File: config.mk
export PLATFORM = sky130hd
export DESIGN_NAME = dsd_dop_packer
export DESIGN_NICKNAME = d
export VERILOG_FILES = /design/src/rtl/dop_pkg.sv /design/src/rtl/dop_edge_sync.sv /design/src/rtl/dop_lane_shift.sv /design/src/rtl/dop_frame_ctrl.sv /design/src/rtl/dsd_dop_packer.sv
export SDC_FILE = /design/constraint.sdc
export NUM_CORES = 1
export LEC_CHECK = 0
export ABC_AREA = 0
export CORE_MARGIN = 10
export CORE_UTILIZATION = 45
export DETAILED_ROUTE_END_ITERATION = 8
export DONT_BUFFER_PORTS = 1
export PLACE_DENSITY = 0.69
export SLEW_MARGIN = 20
export SYNTH_ARGS = -nofsm -noshare
export SYNTH_HDL_FRONTEND = slang
export SYNTH_SLANG_ARGS = --single-unit
File: constraint.sdc
create_clock -name clk_i -period 1.81 [get_ports clk_i]
set_input_delay 0.181 -clock clk_i [delete_from_list [all_inputs] [get_ports clk_i]]
set_output_delay 0.181 -clock clk_i [all_outputs]
set_load 0.02 [all_outputs]
File: src/rtl/dop_pkg.sv
package dop_pkg;
  localparam int unsigned PAYLOAD_W = 16;
  localparam int unsigned MARKER_W  = 8;
  localparam logic [MARKER_W-1:0] MARKER_FIRST  = 8'h05;
  localparam logic [MARKER_W-1:0] MARKER_SECOND = 8'hFA;
  localparam int unsigned NUM_CH = 2;
endpackage

File: src/rtl/dop_edge_sync.sv
module dop_edge_sync #(
  parameter int unsigned STAGES = 2,
  parameter int unsigned W      = 2
) (
  input  logic         clk_i,
  input  logic         rst_ni,
  input  logic         bclk_i,
  input  logic [W-1:0] bits_i,
  output logic         edge_o,
  output logic [W-1:0] bits_o
);
  logic [STAGES-1:0]        bclk_q;
  logic [STAGES-1:0][W-1:0] bits_q;
  logic                     bclk_prev_q;

  always_ff @(posedge clk_i or negedge rst_ni) begin
    if (!rst_ni) begin
      bclk_q      <= '0;
      bits_q      <= '0;
      bclk_prev_q <= 1'b0;
    end else begin
      bclk_q[0]   <= bclk_i;
      bits_q[0]   <= bits_i;
      for (int i = 1; i < int'(STAGES); i++) begin
        bclk_q[i] <= bclk_q[i-1];
        bits_q[i] <= bits_q[i-1];
      end
      bclk_prev_q <= bclk_q[STAGES-1];
    end
  end

  // data travels with the clock, so both are aligned at the detected edge
  assign edge_o = bclk_q[STAGES-1] & ~bclk_prev_q;
  assign bits_o = bits_q[STAGES-1];
endmodule

File: src/rtl/dop_lane_shift.sv
module dop_lane_shift #(
  parameter int unsigned PAYLOAD_W = 16
) (
  input  logic                 clk_i,
  input  logic                 rst_ni,
  input  logic                 clear_i,
  input  logic                 shift_i,
  input  logic                 bit_i,
  output logic [PAYLOAD_W-1:0] payload_next_o
);
  logic [PAYLOAD_W-2:0] sh_q;

  assign payload_next_o = {sh_q, bit_i};

  always_ff @(posedge clk_i or negedge rst_ni) begin
    if (!rst_ni)       sh_q <= '0;
    else if (clear_i)  sh_q <= '0;
    else if (shift_i)  sh_q <= payload_next_o[PAYLOAD_W-2:0];
  end
endmodule

File: src/rtl/dop_frame_ctrl.sv
module dop_frame_ctrl #(
  parameter int unsigned PAYLOAD_W = 16,
  parameter int unsigned MARKER_W  = 8,
  parameter logic [MARKER_W-1:0] MARKER_FIRST  = 8'h05,
  parameter logic [MARKER_W-1:0] MARKER_SECOND = 8'hFA
) (
  input  logic                clk_i,
  input  logic                rst_ni,
  input  logic                clear_i,
  input  logic                shift_i,
  output logic                frame_done_o,
  output logic [MARKER_W-1:0] marker_o
);
  localparam int unsigned CNT_W = $clog2(PAYLOAD_W);
  localparam logic [CNT_W-1:0] LAST = CNT_W'(PAYLOAD_W - 1);

  logic [CNT_W-1:0] cnt_q;
  logic             phase_q;

  assign frame_done_o = shift_i && (cnt_q == LAST);
  assign marker_o     = phase_q ? MARKER_SECOND : MARKER_FIRST;

  always_ff @(posedge clk_i or negedge rst_ni) begin
    if (!rst_ni) begin
      cnt_q   <= '0;
      phase_q <= 1'b0;
    end else if (clear_i) begin
      cnt_q   <= '0;
      phase_q <= 1'b0;
    end else if (shift_i) begin
      cnt_q <= frame_done_o ? '0 : cnt_q + 1'b1;
      if (frame_done_o) phase_q <= ~phase_q;
    end
  end
endmodule

File: src/rtl/dsd_dop_packer.sv
module dsd_dop_packer #(
  parameter int unsigned PAYLOAD_W   = dop_pkg::PAYLOAD_W,
  parameter int unsigned MARKER_W    = dop_pkg::MARKER_W,
  parameter int unsigned SYNC_STAGES = 2,
  parameter logic [MARKER_W-1:0] MARKER_FIRST  = dop_pkg::MARKER_FIRST,
  parameter logic [MARKER_W-1:0] MARKER_SECOND = dop_pkg::MARKER_SECOND
) (
  input  logic                          clk_i,
  input  logic                          rst_ni,
  input  logic                          enable_i,
  input  logic                          flush_i,
  input  logic                          dsd_bclk_i,
  input  logic                          dsd_l_i,
  input  logic                          dsd_r_i,
  output logic                          dop_valid_o,
  output logic [MARKER_W+PAYLOAD_W-1:0] dop_l_o,
  output logic [MARKER_W+PAYLOAD_W-1:0] dop_r_o
);
  localparam int unsigned NUM_CH = dop_pkg::NUM_CH;
  localparam int unsigned WORD_W = MARKER_W + PAYLOAD_W;

  logic                              bit_edge;
  logic [NUM_CH-1:0]                 bits_sync;
  logic                              clear;
  logic                              shift;
  logic                              frame_done;
  logic [MARKER_W-1:0]               marker;
  logic [NUM_CH-1:0][PAYLOAD_W-1:0]  payload_next;
  logic [NUM_CH-1:0][WORD_W-1:0]     word_q;
  logic                              valid_q;

  assign clear = !enable_i || flush_i;
  assign shift = bit_edge && !clear;

  dop_edge_sync #(.STAGES(SYNC_STAGES), .W(NUM_CH)) u_sync (
    .clk_i  (clk_i),
    .rst_ni (rst_ni),
    .bclk_i (dsd_bclk_i),
    .bits_i ({dsd_r_i, dsd_l_i}),
    .edge_o (bit_edge),
    .bits_o (bits_sync)
  );

  dop_frame_ctrl #(
    .PAYLOAD_W     (PAYLOAD_W),
    .MARKER_W      (MARKER_W),
    .MARKER_FIRST  (MARKER_FIRST),
    .MARKER_SECOND (MARKER_SECOND)
  ) u_ctrl (
    .clk_i        (clk_i),
    .rst_ni       (rst_ni),
    .clear_i      (clear),
    .shift_i      (shift),
    .frame_done_o (frame_done),
    .marker_o     (marker)
  );

  for (genvar ch = 0; ch < int'(NUM_CH); ch++) begin : g_lane
    dop_lane_shift #(.PAYLOAD_W(PAYLOAD_W)) u_lane (
      .clk_i          (clk_i),
      .rst_ni         (rst_ni),
      .clear_i        (clear),
      .shift_i        (shift),
      .bit_i          (bits_sync[ch]),
      .payload_next_o (payload_next[ch])
    );

    always_ff @(posedge clk_i or negedge rst_ni) begin
      if (!rst_ni)         word_q[ch] <= '0;
      else if (frame_done) word_q[ch] <= {marker, payload_next[ch]};
    end
  end

  always_ff @(posedge clk_i or negedge rst_ni) begin
    if (!rst_ni) valid_q <= 1'b0;
    else         valid_q <= frame_done;
  end

  assign dop_valid_o = valid_q;
  assign dop_l_o     = word_q[0];
  assign dop_r_o     = word_q[1];
endmodule

# Word level (Yosys, flattened, before mapping)
# Index checks and enable logic that the tools add are counted.
# classes
addsub	1
n_eq_ne	1
n_mux	11
bitwise	3
n_reduce_logical	8
# op_table
op	count
two-way mux 15 bit	4
two-way mux 4 bit	3
two-way mux 8 bit	1
adder 4 x 1 -> 4 bit, second input constant	1
equality test 4 bit, second input constant	1
nonzero test 2 bit	2
two-way mux 1 bit	3
logical AND 1 bit	2
zero test 1 bit	2
NOT 1 bit	2
AND reduction 2 bit	1
bitwise AND 1 bit	1
logical OR 1 bit	1
# word_totals
register_bits	91
in_bits	7

# Logic depth before layout (Yosys ltp)
# depth
word_depth	8
mapped_depth	5
depth_no_buf	4

# Hierarchy
# Synthesis repeated with hierarchy kept, for this count alone.
# hier_totals
hier_cells	236
hier_area_um2	3348.2
# modules_own_cells
module	instances	cells_each	area_each_um2	seq_area_each_um2
dsd_dop_packer	1	95	1596.5	1026.0
dop_lane_shift	2	49	624.3	375.4
dop_frame_ctrl	1	33	299.0	125.1
dop_edge_sync	1	10	203.9	175.2

# Worst setup path before layout
# Ideal clock, no wire load.
# synth_path
path_type	reg2reg
from	reg u_ctrl.cnt_q[0]
to	reg word_q (netlist bit dop_l_o[11])
setup_time_ns	0.125
t_arrival_ns	1.505
required_ns	1.685
setup_slack_ns	0.181
stages_incl_launch_ff	6
n_path_buf	1
period_less_slack_ns	1.629
cell_sequence	dfrtp_1 > ha_1 > nand2_1 > nor3_4 > buf_6 > mux2_2
# synth_between
elab_chain_cells	2
# synth_lines
item	line_no	source
start: declaration	dop_frame_ctrl.sv:17	logic [CNT_W-1:0] cnt_q;
start signal: assignment	dop_frame_ctrl.sv:31	cnt_q <= frame_done_o ? '0 : cnt_q + 1'b1;
equality test 4 bit	dop_frame_ctrl.sv:20	assign frame_done_o = shift_i && (cnt_q == LAST);
logical AND 1 bit	dop_frame_ctrl.sv:20	
end signal: indexed assignment	dsd_dop_packer.sv:70	else if (frame_done) word_q[ch] <= {marker, payload_next[ch]};
end: declaration	dsd_dop_packer.sv:29	logic [NUM_CH-1:0][WORD_W-1:0] word_q;
# No other way between the ends.
# A chain may end at the register's enable or synchronous reset.

# Worst setup path after layout
# layout_path
from	reg u_ctrl.cnt_q[0]
to	reg word_q (netlist bit dop_l_o[8])
# The elaborated chain is that of the path after synthesis.

==> summary.txt <==
Floorplanning
  – Initial core utilization: 0.4709
  – I/O pin cnt: 56
  – Die Ht: 102.2 microns
  – Die Width: 102.2 microns
  – FP Rows: 29
  – Core area: between 6000 and 7000 sq um
  – Die ar.: 10450 sq um

Placed design
  – Port bufs: 0
  – Dpl hpwl: roughly 3.6 mm
  – Placed inst area: 3054 sq um
  – Pre-CTS WS: between 0.15 and 0.2 ns
  – Gpl congestion: 0.7417

Power
  – Leak Pwr: approximately 1.5 nW
  – PD cells: just over 900 nW/um^2
  – Clock share of power: 0.407
  – Sw Share: 0.2194
  – Peak supply drop: about 0.48 mV
  – Power Internal: 2.382 mW
  – Seq pwr share: 0.569
  – P_sw: 0.6696 mW
  – Gate power share: 0.024

Global routing
  – Initial antenna violation count: 0
  – Largest net degree at the start of global routing: between 70 and 80
  – Vias in the first global route: 1728
  – First-pass GRT wire length: approximately 8.8 mm
  – Total congestion overflow: 0
  – Total GRT Usage: 0.1087

Synth
  – Post-synth EDFFs: 0
  – Synth area leader: dfrtp_1
  – Syn Nets: ~260
  – Synth top area share: 0.6335
  – Most common library cells after synthesis: dfrtp_1 (77), nand2_1 (65), a21oi_1 (34), mux2_2 (28), buf_4 (14)
  – Post-synthesis sequential area ratio: 0.6335
  – Top FF cell, synth: dfrtp_1
  – Synth Area per Inst: about 12 sq um
  – Register bit count reported by yosys: 77
  – Yosys cell types: 21
  – Async set-reset flop share out of synthesis: 1.000
  – Count leader, synth: dfrtp_1
  – Synth warnings: 0
  – Cells after Synth: between 200 and 300
  – Largest cells by area after synthesis: dfrtp_1 (63%), mux2_2 (10%), nand2_1 (8.0%)
  – Synthesized area: about 3000 sq um

Clocking
  – Clk_lat worst skew: 0.35 ns
  – CTS buffer count: 9
  – CTS Hold Bufs: 4
  – CTS Buffer Depth: 2
  – H-tree depth: 3
  – Clock sinks: 77
  – Root Driver: clkbuf_8
  – CTS tree: yes
  – Clock slew at reported path FFs: 0.08 ns
  – Postcts setup bufs: 0
  – Post-CTS Resized: 0

Drt
  – Final ANT Viol Nets: 0
  – DR vias/cell: 5.186
  – DR WL/cell: approximately 16 microns
  – Drt first pass iters: 4
  – Final WL: about 5.4 mm
  – Vias: 1727
  – Initial DRC Count: 113
  – Residual DRC: 0

STA
  – RSZ-0062 raised after global routing: false
  – Worst Tran Pin Value: 0.4112 ns
  – Final period util: 0.9181
  – Maximum clock rate: roughly 0.6 GHz
  – Slew Viols, Final: 0
  – Final setup fails: 0
  – Sum Neg Setup Slack: 0 ns
  – Worst Slack Setup Final: 0.1483 ns
  – Fin. Hold Viols: 77
  – Layout Skew: between 0.009 and 0.01 ns
  – Minimum clock period: 1.662 ns
  – Max_slew headroom: 0.7259
  – Hold_ws: -0.4775 ns

Critical path
  – Worst EP required: 2.04 ns
  – Startpoint Class: register
  – R2R cell count: 5
  – Crit Path Category: register to register
  – Worst r2r src: u_ctrl.cnt_q[0]$_DFFE_PN0P_
  – CP arrival: 1.89 ns
  – R2r endpoint: dop_l_o[8]$_DFFE_PN0P_
  – Critical path fanouts, max: 12
  – Register-to-register setup slack: 0.15 ns
  – Worst Setup End Kind: register

Status
  – Run status: complete, but fails checks
  – Failing checks: hold timing

Layout
  – Final net count: 260
  – Post-route cell area: about 3300 sq um
  – Area grow syn2layout: 7.898%
  – Share of layout cells above drive strength 1: 0.2227
  – Layout fillers: 569
  – ANT cells: 0

Hold path
  – Hold Crit Class: input port to asynchronous set/reset pin

Flow run
  – Max cap viols: 0
cells in the final DEF, fill, tap and decap left out, types with 3 or more instances in the layout:
master and n:
a21oi_1 34, buf_4 8, clkbuf_8 9, dfrtp_1 76, dlygate4sd3_1 4, mux2_1 5, mux2_2 28, nand2_1 65
o21ai_0 3
cell type report:
type	count	area [sq um]	area share
sequential	77	1928	0.5875
inverter	1	3.754	0.001144
clock buffer	9	123.9	0.03774
tap	77	96.34	0.02936
timing repair buffer	14	140.1	0.04270
multi-input combinational	149	925.9	0.2821
clock inverter	6	63.81	0.01944
critical path, stage by stage (launching register included):
cell     delay [ns]
dfrtp_1        0.42
ha_1           0.24
nand2_1        0.13
nor3_4         0.16
buf_4          0.24
mux2_2         0.35
metrics by stage:
stage          hold slack (ns)    util  std cells  power, mW
6_report               -0.4775  0.5081        333      3.052
5_1_grt                -0.5110  0.5081        333      3.181
2_1_floorplan          -0.1146       -        255      1.821
3_5_place_dp           -0.1122  0.4729        314      1.838
4_1_cts                -0.4977  0.5081        333      3.098
3_3_place_gp           -0.1120  0.4729        314      1.836
power groups by stage:
stage / registers, mW / clock network [mW] / logic (mW)
2_1_floorplan: 1.77 / 0 / 0.0490
3_3_place_gp: 1.77 / 0 / 0.0648
3_5_place_dp: 1.77 / 0 / 0.0656
4_1_cts: 1.74 / 1.29 / 0.0727
5_1_grt: 1.74 / 1.36 / 0.0789
6_report: 1.74 / 1.24 / 0.0724
sequential cells by signal, indices dropped and copies added, names as in the netlist:
signal,count
u_sync.bclk_q,2
u_ctrl.cnt_q,4
u_ctrl.phase_q,1
dop_l_o,18
u_sync.bits_q,2
dop_r_o,16
u_sync.bclk_prev_q,1
dop_valid_o,1
g_lane.u_lane.sh_q,30
u_sync.bits_o,2
logic make-up after synthesis:
kind of cell    synth area share
compound gates           0.06417
mux                       0.1222
fa+ha+maj               0.004113
xor+xnor                0.002880
buf+inv                  0.06294
flops                     0.6335
simple gates              0.1102
worst max-delay path by stage:
stage	slack (ns)	start	cells after the start	endpoint
global route	0.02	u_ctrl.cnt_q[0]$_DFFE_PN0P_	5	dop_l_o[6]$_DFFE_PN0P_
global placement	0.23	u_ctrl.cnt_q[0]$_DFFE_PN0P_	5	dop_l_o[5]$_DFFE_PN0P_
CTS	0.13	u_ctrl.cnt_q[0]$_DFFE_PN0P_	5	dop_l_o[5]$_DFFE_PN0P_
detailed placement	0.16	u_ctrl.cnt_q[0]$_DFFE_PN0P_	5	dop_l_o[8]$_DFFE_PN0P_
finish	0.15	u_ctrl.cnt_q[0]$_DFFE_PN0P_	5	dop_l_o[8]$_DFFE_PN0P_
floorplan	0.18	u_ctrl.cnt_q[0]$_DFFE_PN0P_	5	dop_l_o[11]$_DFFE_PN0P_
routing by layer:
layer  GRT usage  share of wire  vias to the layer above
li1            -              -                      823
met1      0.1299           0.42                      850
met2      0.1610           0.47                       47
met3     0.06343           0.10                        7
met4     0.03579          0.014                        0
met5           0              0                        -
Note: power is estimated with default switching activity, not from simulation.
